## src/rtl/vxc_pkg.sv

```systemverilog
package vxc_pkg;
  localparam int DATA_W      = 32;
  localparam int NUM_ADD     = 2;
  localparam int NUM_OUT     = NUM_ADD + 2;
  localparam int SEL_W       = $clog2(NUM_OUT);
  localparam int LIT_IDX     = NUM_ADD;
  localparam int HOLD_IDX    = NUM_ADD + 1;
  localparam int ADD_FIELD_W = 2 * SEL_W + 1;
  localparam int HOLD_LSB    = NUM_ADD * ADD_FIELD_W;
  localparam int LIT_LSB     = HOLD_LSB + SEL_W;
  localparam int INSTR_W     = LIT_LSB + DATA_W;

  typedef logic [SEL_W-1:0]  sel_t;
  typedef logic [DATA_W-1:0] word_t;

  typedef struct packed {
    sel_t selA;
    sel_t selB;
    logic doSub;
  } addCtl_t;

  typedef struct packed {
    addCtl_t [NUM_ADD-1:0] add;
    sel_t                  holdSel;
    word_t                 litValue;
  } ctrl_t;
endpackage

```

## src/rtl/vxc_ctrl.sv

```systemverilog
module vxc_ctrl
  import vxc_pkg::*;
#(
  parameter int ADDR_W = 6
) (
  input  logic               clk,
  input  logic               rst,
  output logic [ADDR_W-1:0]  imemAddr,
  input  logic [INSTR_W-1:0] imemData,
  output ctrl_t              ctl
);
  logic [ADDR_W-1:0] pc;

  always_ff @(posedge clk) begin
    if (rst) pc <= '0;
    else     pc <= pc + 1'b1;
  end

  assign imemAddr = pc;

  for (genvar g = 0; g < NUM_ADD; g++) begin : g_dec
    localparam int BASE = g * ADD_FIELD_W;
    assign ctl.add[g].selA  = imemData[BASE +: SEL_W];
    assign ctl.add[g].selB  = imemData[BASE + SEL_W +: SEL_W];
    assign ctl.add[g].doSub = imemData[BASE + 2*SEL_W];
  end

  assign ctl.holdSel  = imemData[HOLD_LSB +: SEL_W];
  assign ctl.litValue = imemData[LIT_LSB +: DATA_W];

  // fetch address steps by one each cycle, wrapping naturally
  p_pc_step_r2: assert property (@(posedge clk) disable iff (rst)
    1'b1 |=> imemAddr == ADDR_W'($past(imemAddr) + 1'b1));
endmodule

```

## src/rtl/vxc_dpath.sv

```systemverilog
module vxc_dpath
  import vxc_pkg::*;
(
  input  logic                clk,
  input  logic                rst,
  input  ctrl_t               ctl,
  output word_t [NUM_OUT-1:0] taps
);
  word_t [NUM_OUT-1:0] outReg;
  word_t [NUM_ADD-1:0] opA;
  word_t [NUM_ADD-1:0] opB;
  word_t               holdIn;

  // Crossbar: every input reads last cycle's registered outputs
  for (genvar g = 0; g < NUM_ADD; g++) begin : g_add
    assign opA[g] = outReg[ctl.add[g].selA];
    assign opB[g] = outReg[ctl.add[g].selB];

    always_ff @(posedge clk) begin
      if (rst)                    outReg[g] <= '0;
      else if (ctl.add[g].doSub)  outReg[g] <= opA[g] - opB[g];
      else                        outReg[g] <= opA[g] + opB[g];
    end

    p_add_sum_r3: assert property (@(posedge clk) disable iff (rst)
      !ctl.add[g].doSub |=> outReg[g] == word_t'($past(opA[g]) + $past(opB[g])));
    p_sub_diff_r4: assert property (@(posedge clk) disable iff (rst)
      ctl.add[g].doSub |=> outReg[g] == word_t'($past(opA[g]) - $past(opB[g])));
  end

  assign holdIn = outReg[ctl.holdSel];

  always_ff @(posedge clk) begin
    if (rst) begin
      outReg[LIT_IDX]  <= '0;
      outReg[HOLD_IDX] <= '0;
    end else begin
      outReg[LIT_IDX]  <= ctl.litValue;
      outReg[HOLD_IDX] <= holdIn;
    end
  end

  assign taps = outReg;

  p_lit_load_r7: assert property (@(posedge clk) disable iff (rst)
    1'b1 |=> outReg[LIT_IDX] == $past(ctl.litValue));
  p_hold_copy_r8: assert property (@(posedge clk) disable iff (rst)
    1'b1 |=> outReg[HOLD_IDX] == $past(holdIn));
  p_reset_clear_r1: assert property (@(posedge clk)
    rst |=> outReg == '0);
endmodule

```

## src/rtl/vliw_xbar_core.sv

```systemverilog
module vliw_xbar_core
  import vxc_pkg::*;
#(
  parameter int ADDR_W = 6
) (
  input  logic                      clk,
  input  logic                      rst,
  output logic [ADDR_W-1:0]         imemAddr,
  input  logic [INSTR_W-1:0]        imemData,
  output logic [NUM_OUT*DATA_W-1:0] dbgTaps
);
  ctrl_t               ctl;
  word_t [NUM_OUT-1:0] taps;

  vxc_ctrl #(.ADDR_W(ADDR_W)) u_ctrl (
    .clk      (clk),
    .rst      (rst),
    .imemAddr (imemAddr),
    .imemData (imemData),
    .ctl      (ctl)
  );

  vxc_dpath u_dpath (
    .clk  (clk),
    .rst  (rst),
    .ctl  (ctl),
    .taps (taps)
  );

  assign dbgTaps = taps;
endmodule

```

## config.mk

```make
export PLATFORM = sky130hd
export DESIGN_NAME = vliw_xbar_core
export DESIGN_NICKNAME = d
export VERILOG_FILES = /design/src/rtl/vxc_pkg.sv /design/src/rtl/vxc_ctrl.sv /design/src/rtl/vxc_dpath.sv /design/src/rtl/vliw_xbar_core.sv
export SDC_FILE = /design/constraint.sdc
export NUM_CORES = 1
export LEC_CHECK = 0
export ABC_CLOCK_PERIOD_IN_PS = 5100
export CORE_MARGIN = 5
export CORE_UTILIZATION = 51
export DETAILED_ROUTE_END_ITERATION = 7
export PLACE_DENSITY = 0.83
export SLEW_MARGIN = 30
export SYNTH_ARGS = -nofsm -noshare
export SYNTH_HDL_FRONTEND = slang
export SYNTH_HIERARCHICAL = 1
export SYNTH_SLANG_ARGS = --single-unit
```

## constraint.sdc

```tcl
create_clock -name clk -period 5.1 [get_ports clk]
set_clock_uncertainty 0.15 [all_clocks]
set_input_delay 0.765 -clock clk [delete_from_list [all_inputs] [get_ports clk]]
set_output_delay 0.765 -clock clk [all_outputs]
set_load 0.01 [all_outputs]
```

# Word level (Yosys, flattened, before mapping)
# Cells that the tools add are included.
[totals]
ff_bits = 134
input_bits = 46
output_inout_bits = 134
elab_cells = 27
[classes]
n_addsub = 5
order_cmp = 5
muxes = 12
[op_table]
columns = ["operator", "n"]
rows = [
  ["32-bit binary-select mux with 2-bit select", 5],
  ["32-bit 2-to-1 mux", 7],
  ["32-bit adder", 2],
  ["32-bit subtractor", 2],
  ["2-bit by 3-bit < comparator with 1-bit output (second input constant)", 5],
  ["6-bit by 1-bit adder with 6-bit output (second input constant)", 1],
]

# Depth between registers and ports, before layout
# Gate-level depths: netlist of the first run.
[depth]
word_depth = 4
mapped_depth = 21
depth_no_buf = 18

# Modules after synthesis
# The synthesis of the first run kept the hierarchy.
[modules_own_cells]
columns = ["mod", "n_inst", "cells_per_inst", "area_each_um2"]
rows = [
  ["vxc_dpath", 1, 1169, 11918.9],
  ["vxc_ctrl", 1, 66, 559.3],
]

# Worst setup path before layout of the first run
# OpenSTA, ideal clock, no wires.
[synth_path]
path_type = "input -> register"
startpoint = "in imemData[7]"
endpoint = "reg u_dpath.outReg (netlist bit u_dpath/taps[61])"
setup_time_ns = 0.121
arrival_ns = 5.266
required_ns = 4.829
slack_ns = -0.436
path_stages = 19
path_buffers = 4
path_cell_list = "buf_4 clkbuf_1 buf_2 buf_2 mux4_2 nor3_1 and3_1 and3b_1 nor2_1 xnor2_1 ha_1 a2111oi_0 o211ai_1 o211a_1 a211oi_1 o21ai_0 nand2_1 o41a_1 mux2_2"
[synth_between]
elab_chain_cells = 4
[synth_rtl]
columns = ["item", "line_no", "rtl"]
rows = [
  ["start, declared", "vliw_xbar_core.sv:9", "input logic [INSTR_W-1:0] imemData,"],
  ["32-bit binary-select mux with 2-bit select *", "vxc_dpath.sv:17", "assign opB[g] = outReg[ctl.add[g].selB];"],
  ["32-bit 2-to-1 mux (implied by the code) *", "vxc_dpath.sv:17", ""],
  ["32-bit adder / 32-bit subtractor (equally long branches)", "vxc_dpath.sv:22, vxc_dpath.sv:21", ""],
  ["32-bit 2-to-1 mux *", "vxc_dpath.sv:21", "else if (ctl.add[g].doSub) outReg[g] <= opA[g] - opB[g];"],
  ["end signal, assigned by index", "vxc_dpath.sv:21", ""],
  ["end signal, assigned by index", "vxc_dpath.sv:22", "else outReg[g] <= opA[g] + opB[g];"],
  ["end, declared", "vxc_dpath.sv:9", "word_t [NUM_OUT-1:0] outReg;"],
]
# Mark *: on every way between the ends. The rest lies on a longest branch, timed or not. The select of a mux whose other input is x is not followed.
# A chain may end at the register's enable or synchronous reset.

# Worst setup path in the final report of the first run
[layout_path]
startpoint = "in imemData[3]"
endpoint = "reg u_dpath.outReg (netlist bit u_dpath/taps[29])"
# Same word-level chain as after synthesis.

==> impl_metrics.toml, run 1 <==
[status]
status = "completed"

[critical_path]
cp_cell_sequence = "clkdlybuf4s15_1 -> buf_4 -> buf_4 -> buf_4 -> mux4_2 -> nor4_2 -> nand2_1 -> nor3_1 -> nor3b_4 -> a21oi_1 -> xnor2_1 -> ha_1 -> a21oi_1 -> o21ai_0 -> a221o_1 -> a31oi_1 -> xor2_1 -> nor2_1"
worstPathRequired_ps = 5240
crit_fanout = 18
cp_slowest_cell = "nor4_2"
path_buf_inv = 4
cpPeakStageDelay_ps = 410
critPathMostFrequentCell = "buf_4"
critPathKind = "in -> reg"
arrival_ps = 5140
start_kind = "primary input"
critPathTopFamily = "simple AND/OR/NAND/NOR gates"
crit_cells = 18
cp-end-kind = "flip-flop"
r2r_cells = 14

[synthesis]
synth_ff_type = "dfxtp_1"
avgSynthCellArea_um2 = 10.1
synthCells = 1235
syn_nets = 1362
ys_warn_count = 6
ys_ff_latch = 134
ys_seq_area_share_pct = 21.5
yosys.cell_types.count = 62
synth-edff-count = 0
netlist_area_um2 = 12500
ys_async_sr_fraction_pct = 0

[clock_network]
clock-root-buffer = "clkbuf_16"
hold_buffers = 0
post_cts_buffers = 0
insertion_delay_ps = 430
tritoncts = "done"
clk_pin_slew_ps = 60
cts_sinks = 134
clock_path_buffers = 2
cts_buffers = 17
htree_levels = 4

[layout]
nets = 1673
layout_commonest_cell = "buf_4"
diodes = 0
layout_common_cells = "buf_4 (221), clkdlybuf4s50_1 (171), mux4_2 (160), dfxtp_1 (134), nor2_1 (121)"
fillers = 1737
area_delta_synth_final_pct = 31.5
layout-drive-gt1-share_pct = 28.5

[routing]
drc_errors = 0
wl_per_cell_um = 23.9
wl_mm = 45.0
vias = 12268
drt_iter0_markers = 1712
viasPerCell = 6.52
drt.antenna.violating_nets = 0
firstDrtPassIters = 6

[global_routing]
antenna_found_initial = 1
grt_max_degree = 63
grt_use_met2_pct = 48.6
grt_pass1_vias = 12192
grt_overflow = 0
grt_pass1_wl_mm = 68.9
grt.total_usage_pct = 31.2
busiest_layer = "met2"
use_met1_pct = 41.6
grtUsageMet3_pct = 7.37

[sta]
tns_ps = 0
fin_crit_sh_pct = 98.1
min_period_ps = 5000
hold_viol_final = 0
finalSetupViolCount = 0
relSlewSlack_pct = 35.2
maxClockFrequency_mhz = 200
tightest_slew_ps = 971
rsz0062_at_grt = "true"
final-max-slew-violation-count = 0

[hold_path]
holdPathStages = 2
holdCritPathClass = "reg -> reg"

[pwr]
power.density_nw_per_um2 = 579
p_leak_nw = 6.80
p_total_mw = 9.51
ir_drop_uv = 247

[floorplan]
pin_count = 180
rows = 57
die-area_um2 = 27700
die_height_um = 166
initial_core_util_pct = 51.6
die_w_um = 166
core_area_um2 = 24200

[placement]
port_buffers = 179
gp_congestion = 1.03
dpl.hpwl_mm = 32.8

[job]
drv_cap = 0
[per-layer routing]
layer | share of wire [%] | routed length (um)
met5 | 0.027 | 12
met4 | 5.1 | 2300
met2 | 45 | 20400
met1 | 37 | 16800
met3 | 12 | 5450
[cells in the mapped netlist, drive strengths merged (2+ instances only)]
cell       n  area share, %
ha        79            7.9
a21boi     3           0.18
mux4     160             29
a211o      6           0.42
o22ai      2           0.10
nor2b     56            2.8
o21bai     9           0.54
nand3b     2           0.12
nand2     45            1.4
a21oi     88            3.5
inv       29           0.87
nor4      11           0.70
or3        7           0.39
nor3b      3           0.27
a21o      38            2.3
dfxtp    134             21
o21a       7           0.42
xor2      28            2.0
nand3     14           0.60
nand2b    10           0.50
o41ai      2           0.14
a311o      2           0.16
a211oi     6           0.36
o211ai     7           0.42
nor3      31            1.2
and3b      2           0.14
xnor2     85            6.0
nor4b      2           0.26
nand4      5           0.25
and3      10           0.50
o31ai      4           0.24
a2111oi    4           0.28
fa         2           0.32
nor2     121            3.6
o21ai     35            1.4
clkbuf    35            1.1
buf       73            3.7
and2      38            1.9
a31oi     20            1.0
mux2       6           0.54
[through the flow]
| stage | setup WS, ps | utilization [%] | instance area (um2) | hold slack [ps] | instances |
|---|---|---|---|---|---|
| 4_1_cts | 45.9 | 67.6 | 16300 | 352 | 1883 |
| 5_1_grt | -28.5 | 67.9 | 16400 | 374 | 1883 |
| 6_report | 97.9 | 67.9 | 16400 | 346 | 1883 |
| 3_3_place_gp | -316 | 65.0 | 15700 | 316 | 1851 |
| 3_5_place_dp | -427 | 65.0 | 15700 | 339 | 1851 |
| 2_1_floorplan | -66.7 | - | 12500 | 329 | 1235 |
[power breakdown]
group / leakage, nW / switching [mW] / internal (mW) / total, mW
Sequential: 1.11 / 0.614 / 1.33 / 1.94
Clock: 0.290 / 0.501 / 0.822 / 1.32
Combinational: 5.39 / 2.99 / 3.25 / 6.24
[path summary, 6_finish.rpt]
kind / end / slack [ps] / from
min reg2reg: u_ctrl/imemAddr[5] / 350 / u_ctrl/imemAddr[5]
max: u_dpath/taps[29] / 100 / imemData[3]
min: u_ctrl/imemAddr[5] / 350 / u_ctrl/imemAddr[5]
max reg2reg: u_dpath/taps[29] / 280 / u_dpath/taps[68]
[cell type report]
cell class / count / area [um2] / share of cell area (%)
multi-input combinational: 964 / 9170 / 55.9
timing repair buffer: 400 / 3430 / 20.9
sequential: 134 / 2680 / 16.3
clock buffer: 25 / 495 / 3.02
tap: 324 / 405 / 2.47
clock inverter: 7 / 118 / 0.717
inverter: 29 / 109 / 0.663
[worst reg2reg max path: cells and delay by family, from the launching register on]
kind            cells  cell delay [ps]
mux                 1              550
fa+ha+maj           1              330
compound gates      5              980
simple gates        5             1790
flops               1              430
xor+xnor            2              440
[cells by family (layout without fill, tap and decap cells)]
family / Yosys count / in the layout / synth area share [%]
muxes: 166 / 166 / 29.4
buffers and inverters: 137 / 461 / 5.65
DFF: 134 / 134 / 21.5
AOI/OAI and AO/OA: 243 / 243 / 12.3
xor gates and xnor gates: 113 / 113 / 7.93
and+or+nand+nor: 361 / 361 / 15.0
adders and majority gates: 81 / 81 / 8.24
[what timing repair did]
action / CTS / global route
endpoints found under the setup margin: 7 / 17
cloned: 0 / 0
pin swaps: 0 / 1
gates resized for setup: 3 / 18
No activity file was read; power rests on OpenSTA's default activity.
==> inputs of run 2 (changes only) <==
--- a/config.mk
+++ b/config.mk
@@ -5,11 +5,11 @@
 export SDC_FILE = /design/constraint.sdc
 export NUM_CORES = 1
 export LEC_CHECK = 0
-export ABC_CLOCK_PERIOD_IN_PS = 5100
+export ABC_CLOCK_PERIOD_IN_PS = 5500
 export CORE_MARGIN = 5
-export CORE_UTILIZATION = 51
+export CORE_UTILIZATION = 57
 export DETAILED_ROUTE_END_ITERATION = 7
-export PLACE_DENSITY = 0.83
+export PLACE_DENSITY = 0.87
 export SLEW_MARGIN = 30
 export SYNTH_ARGS = -nofsm -noshare
 export SYNTH_HDL_FRONTEND = slang
==> constraint.sdc (replaced) <==
create_clock -name clk -period 5.5 [get_ports clk]
set_clock_uncertainty 0.15 [all_clocks]
set_input_delay 0.825 -clock clk [delete_from_list [all_inputs] [get_ports clk]]
set_output_delay 0.825 -clock clk [all_outputs]
set_load 0.01 [all_outputs]
==> run 2 against run 1 <==
Non-clock buffer count down 158; combinational power down 21%; critical path depth down 2; first-iteration DRC count up 7.4%; global-route usage up 3.0 points; worst setup slack better by 170 ps; clock power down 9%; final area down 7.9%; cell count down 11%; register-to-register slack better by 300 ps; largest cell class unchanged; largest power group unchanged.
==> impl_metrics.toml, run 2 (synthesis gave the netlist of run 1 again) <==
[job]
drv_cap = 0

[sta]
finalSetupViolCount = 0
min_period_ps = 5230
maxClockFrequency_mhz = 191
hold_viol_final = 0
final-max-slew-violation-count = 0
rsz0062_at_grt = "false"
relSlewSlack_pct = 25.6
setup_slack_ps = 270
tightest_slew_ps = 1110
fin_crit_sh_pct = 95.1

[placement]
port_buffers = 179
dpl.hpwl_mm = 30.5
pre_cts_slack_ps = -209
gp_congestion = 1.06

[critical_path]
r2r_cells = 15
arrival_ps = 5400
worstPathRequired_ps = 5670
cp-startpoint = "imemData[8]"
start_kind = "primary input"
rr_endpoint = "u_dpath/taps[31]"
critPathKind = "in -> reg"
r2r_slack_ps = 580
crit_path_end = "u_dpath/taps[62]"
cp-end-kind = "flip-flop"
timing.rr.start = "u_dpath/taps[5]"
crit_fanout = 21

[floorplan]
die-area_um2 = 25000
die_w_um = 158
pin_count = 180
initial_core_util_pct = 57.5
die_height_um = 158
core_area_um2 = 21700
rows = 54

[routing]
firstDrtPassIters = 8
viasPerCell = 7.12
wl_mm = 43.4
drt.antenna.violating_nets = 0
vias = 11971
drt_iter0_markers = 1839
drc_errors = 0
wl_per_cell_um = 25.8

[global_routing]
grt_pass1_vias = 11558
antenna_found_initial = 1
grt.total_usage_pct = 34.1
grt_max_degree = 66
grt_pass1_wl_mm = 65.3
grt_overflow = 0

[layout]
layout_common_cells = "clkdlybuf4s50_1 (172), mux4_2 (160), dfxtp_1 (134), nor2_1 (121), a21oi_1 (88)"
area_delta_synth_final_pct = 21.1
nets = 1515
finish.utilization_pct = 69.7
layout_commonest_cell = "clkdlybuf4s50_1"
layout-drive-gt1-share_pct = 20.0

[pwr]
power.density_nw_per_um2 = 528
p_int_mw = 4.39
ir_drop_uv = 291
seqPwrFrac_pct = 23.1
p_switching_mw = 3.58
p_leak_nw = 5.98
combPwrFrac_pct = 61.9
netSwitchingFraction_pct = 44.9
power.share.clock_pct = 15.0

[hold_path]
holdCritPathClass = "reg -> reg"

[clock_network]
insertion_delay_ps = 440
hold_buffers = 0
clk_pin_slew_ps = 60
tritoncts = "done"
clock-root-buffer = "clkbuf_16"
htree_levels = 4
clock_path_buffers = 2
cts_buffers = 17
cts_sinks = 134

[status]
status = "completed"
run 2: changes by cell type in the layout (fill, tap and decap cells not counted), moves of 2 or more:
cell and change:
a2111oi_0 +2, buf_4 -156, nor3_1 +4, nor3_2 -4
clkbuf_1 -4, clkinvlp_4 +3, o21ai_0 +2
run 2: what timing repair did:
item                                   4_1_cts  5_1_grt
buffers inserted                             0        0
resized for setup                            0        6
setup endpoints to repair                    0       13
endpoints found under the hold margin        0        0
run 2: stage by stage:
step | cells | hold WS, ps | area [um2] | setup TNS, ps | total power [mW]
after floorplan | 1235 | 329 | 12500 | 0 | 4.86
after global placement | 1649 | 314 | 14500 | -46.8 | 6.30
after detailed placement | 1649 | 350 | 14500 | -1280 | 6.46
after CTS | 1681 | 367 | 15100 | 0 | 7.75
after global routing | 1682 | 374 | 15100 | 0 | 8.38
final | 1682 | 356 | 15100 | 0 | 7.98
run 2: cell type report:
type / instances / area (um2)
timing repair buffer: 242 / 2240
inverter: 29 / 109
clock inverter: 10 / 119
clock buffer: 22 / 494
antenna: 1 / 2.50
sequential: 134 / 2680
multi-input combinational: 964 / 9110
fill: 1418 / 6580
tap: 280 / 350
run 2: how the worst min path moves through the flow:
stage                              end  slack, ps  cells after the start          startpoint
floorplan           u_ctrl/imemAddr[0]        330                      1  u_ctrl/imemAddr[0]
global placement    u_ctrl/imemAddr[0]        310                      1  u_ctrl/imemAddr[0]
detailed placement  u_ctrl/imemAddr[0]        350                      1  u_ctrl/imemAddr[0]
CTS                 u_ctrl/imemAddr[0]        370                      1  u_ctrl/imemAddr[0]
global route        u_ctrl/imemAddr[0]        370                      1  u_ctrl/imemAddr[0]
finish              u_ctrl/imemAddr[0]        360                      1  u_ctrl/imemAddr[0]
run 2: critical path, stage by stage:
cell             delay [ps]
clkdlybuf4s50_1         640
buf_4                   380
mux4_2                  430
nor3_1                  380
nand4_1                 260
buf_4                   210
nor3_1                  370
nor2_1                  110
xnor2_1                 150
ha_1                    370
a21o_1                  210
a21oi_1                 220
a21bo_2                 250
a21oi_1                 210
o21ai_0                 100
a211o_1                 280
run 2: layer usage:
layer | vias to the layer above | global-route usage, % | wire length [um] | share of wire (%)
met4 | 0 | 19.5 | 3120 | 7.2
met5 | - | 0 | 0 | 0
met2 | 1162 | 51.1 | 19100 | 44
met1 | 5633 | 43.9 | 14900 | 34
li1 | 4910 | - | - | -
met3 | 266 | 10.6 | 6310 | 15
run 2: power by group through the flow:
stage	clock, mW	sequential [mW]	combinational [mW]
6_report	1.20	1.84	4.94
2_1_floorplan	0	1.60	3.26
3_3_place_gp	0	1.72	4.58
4_1_cts	1.20	1.76	4.80
3_5_place_dp	0	1.76	4.70
5_1_grt	1.25	1.83	5.31
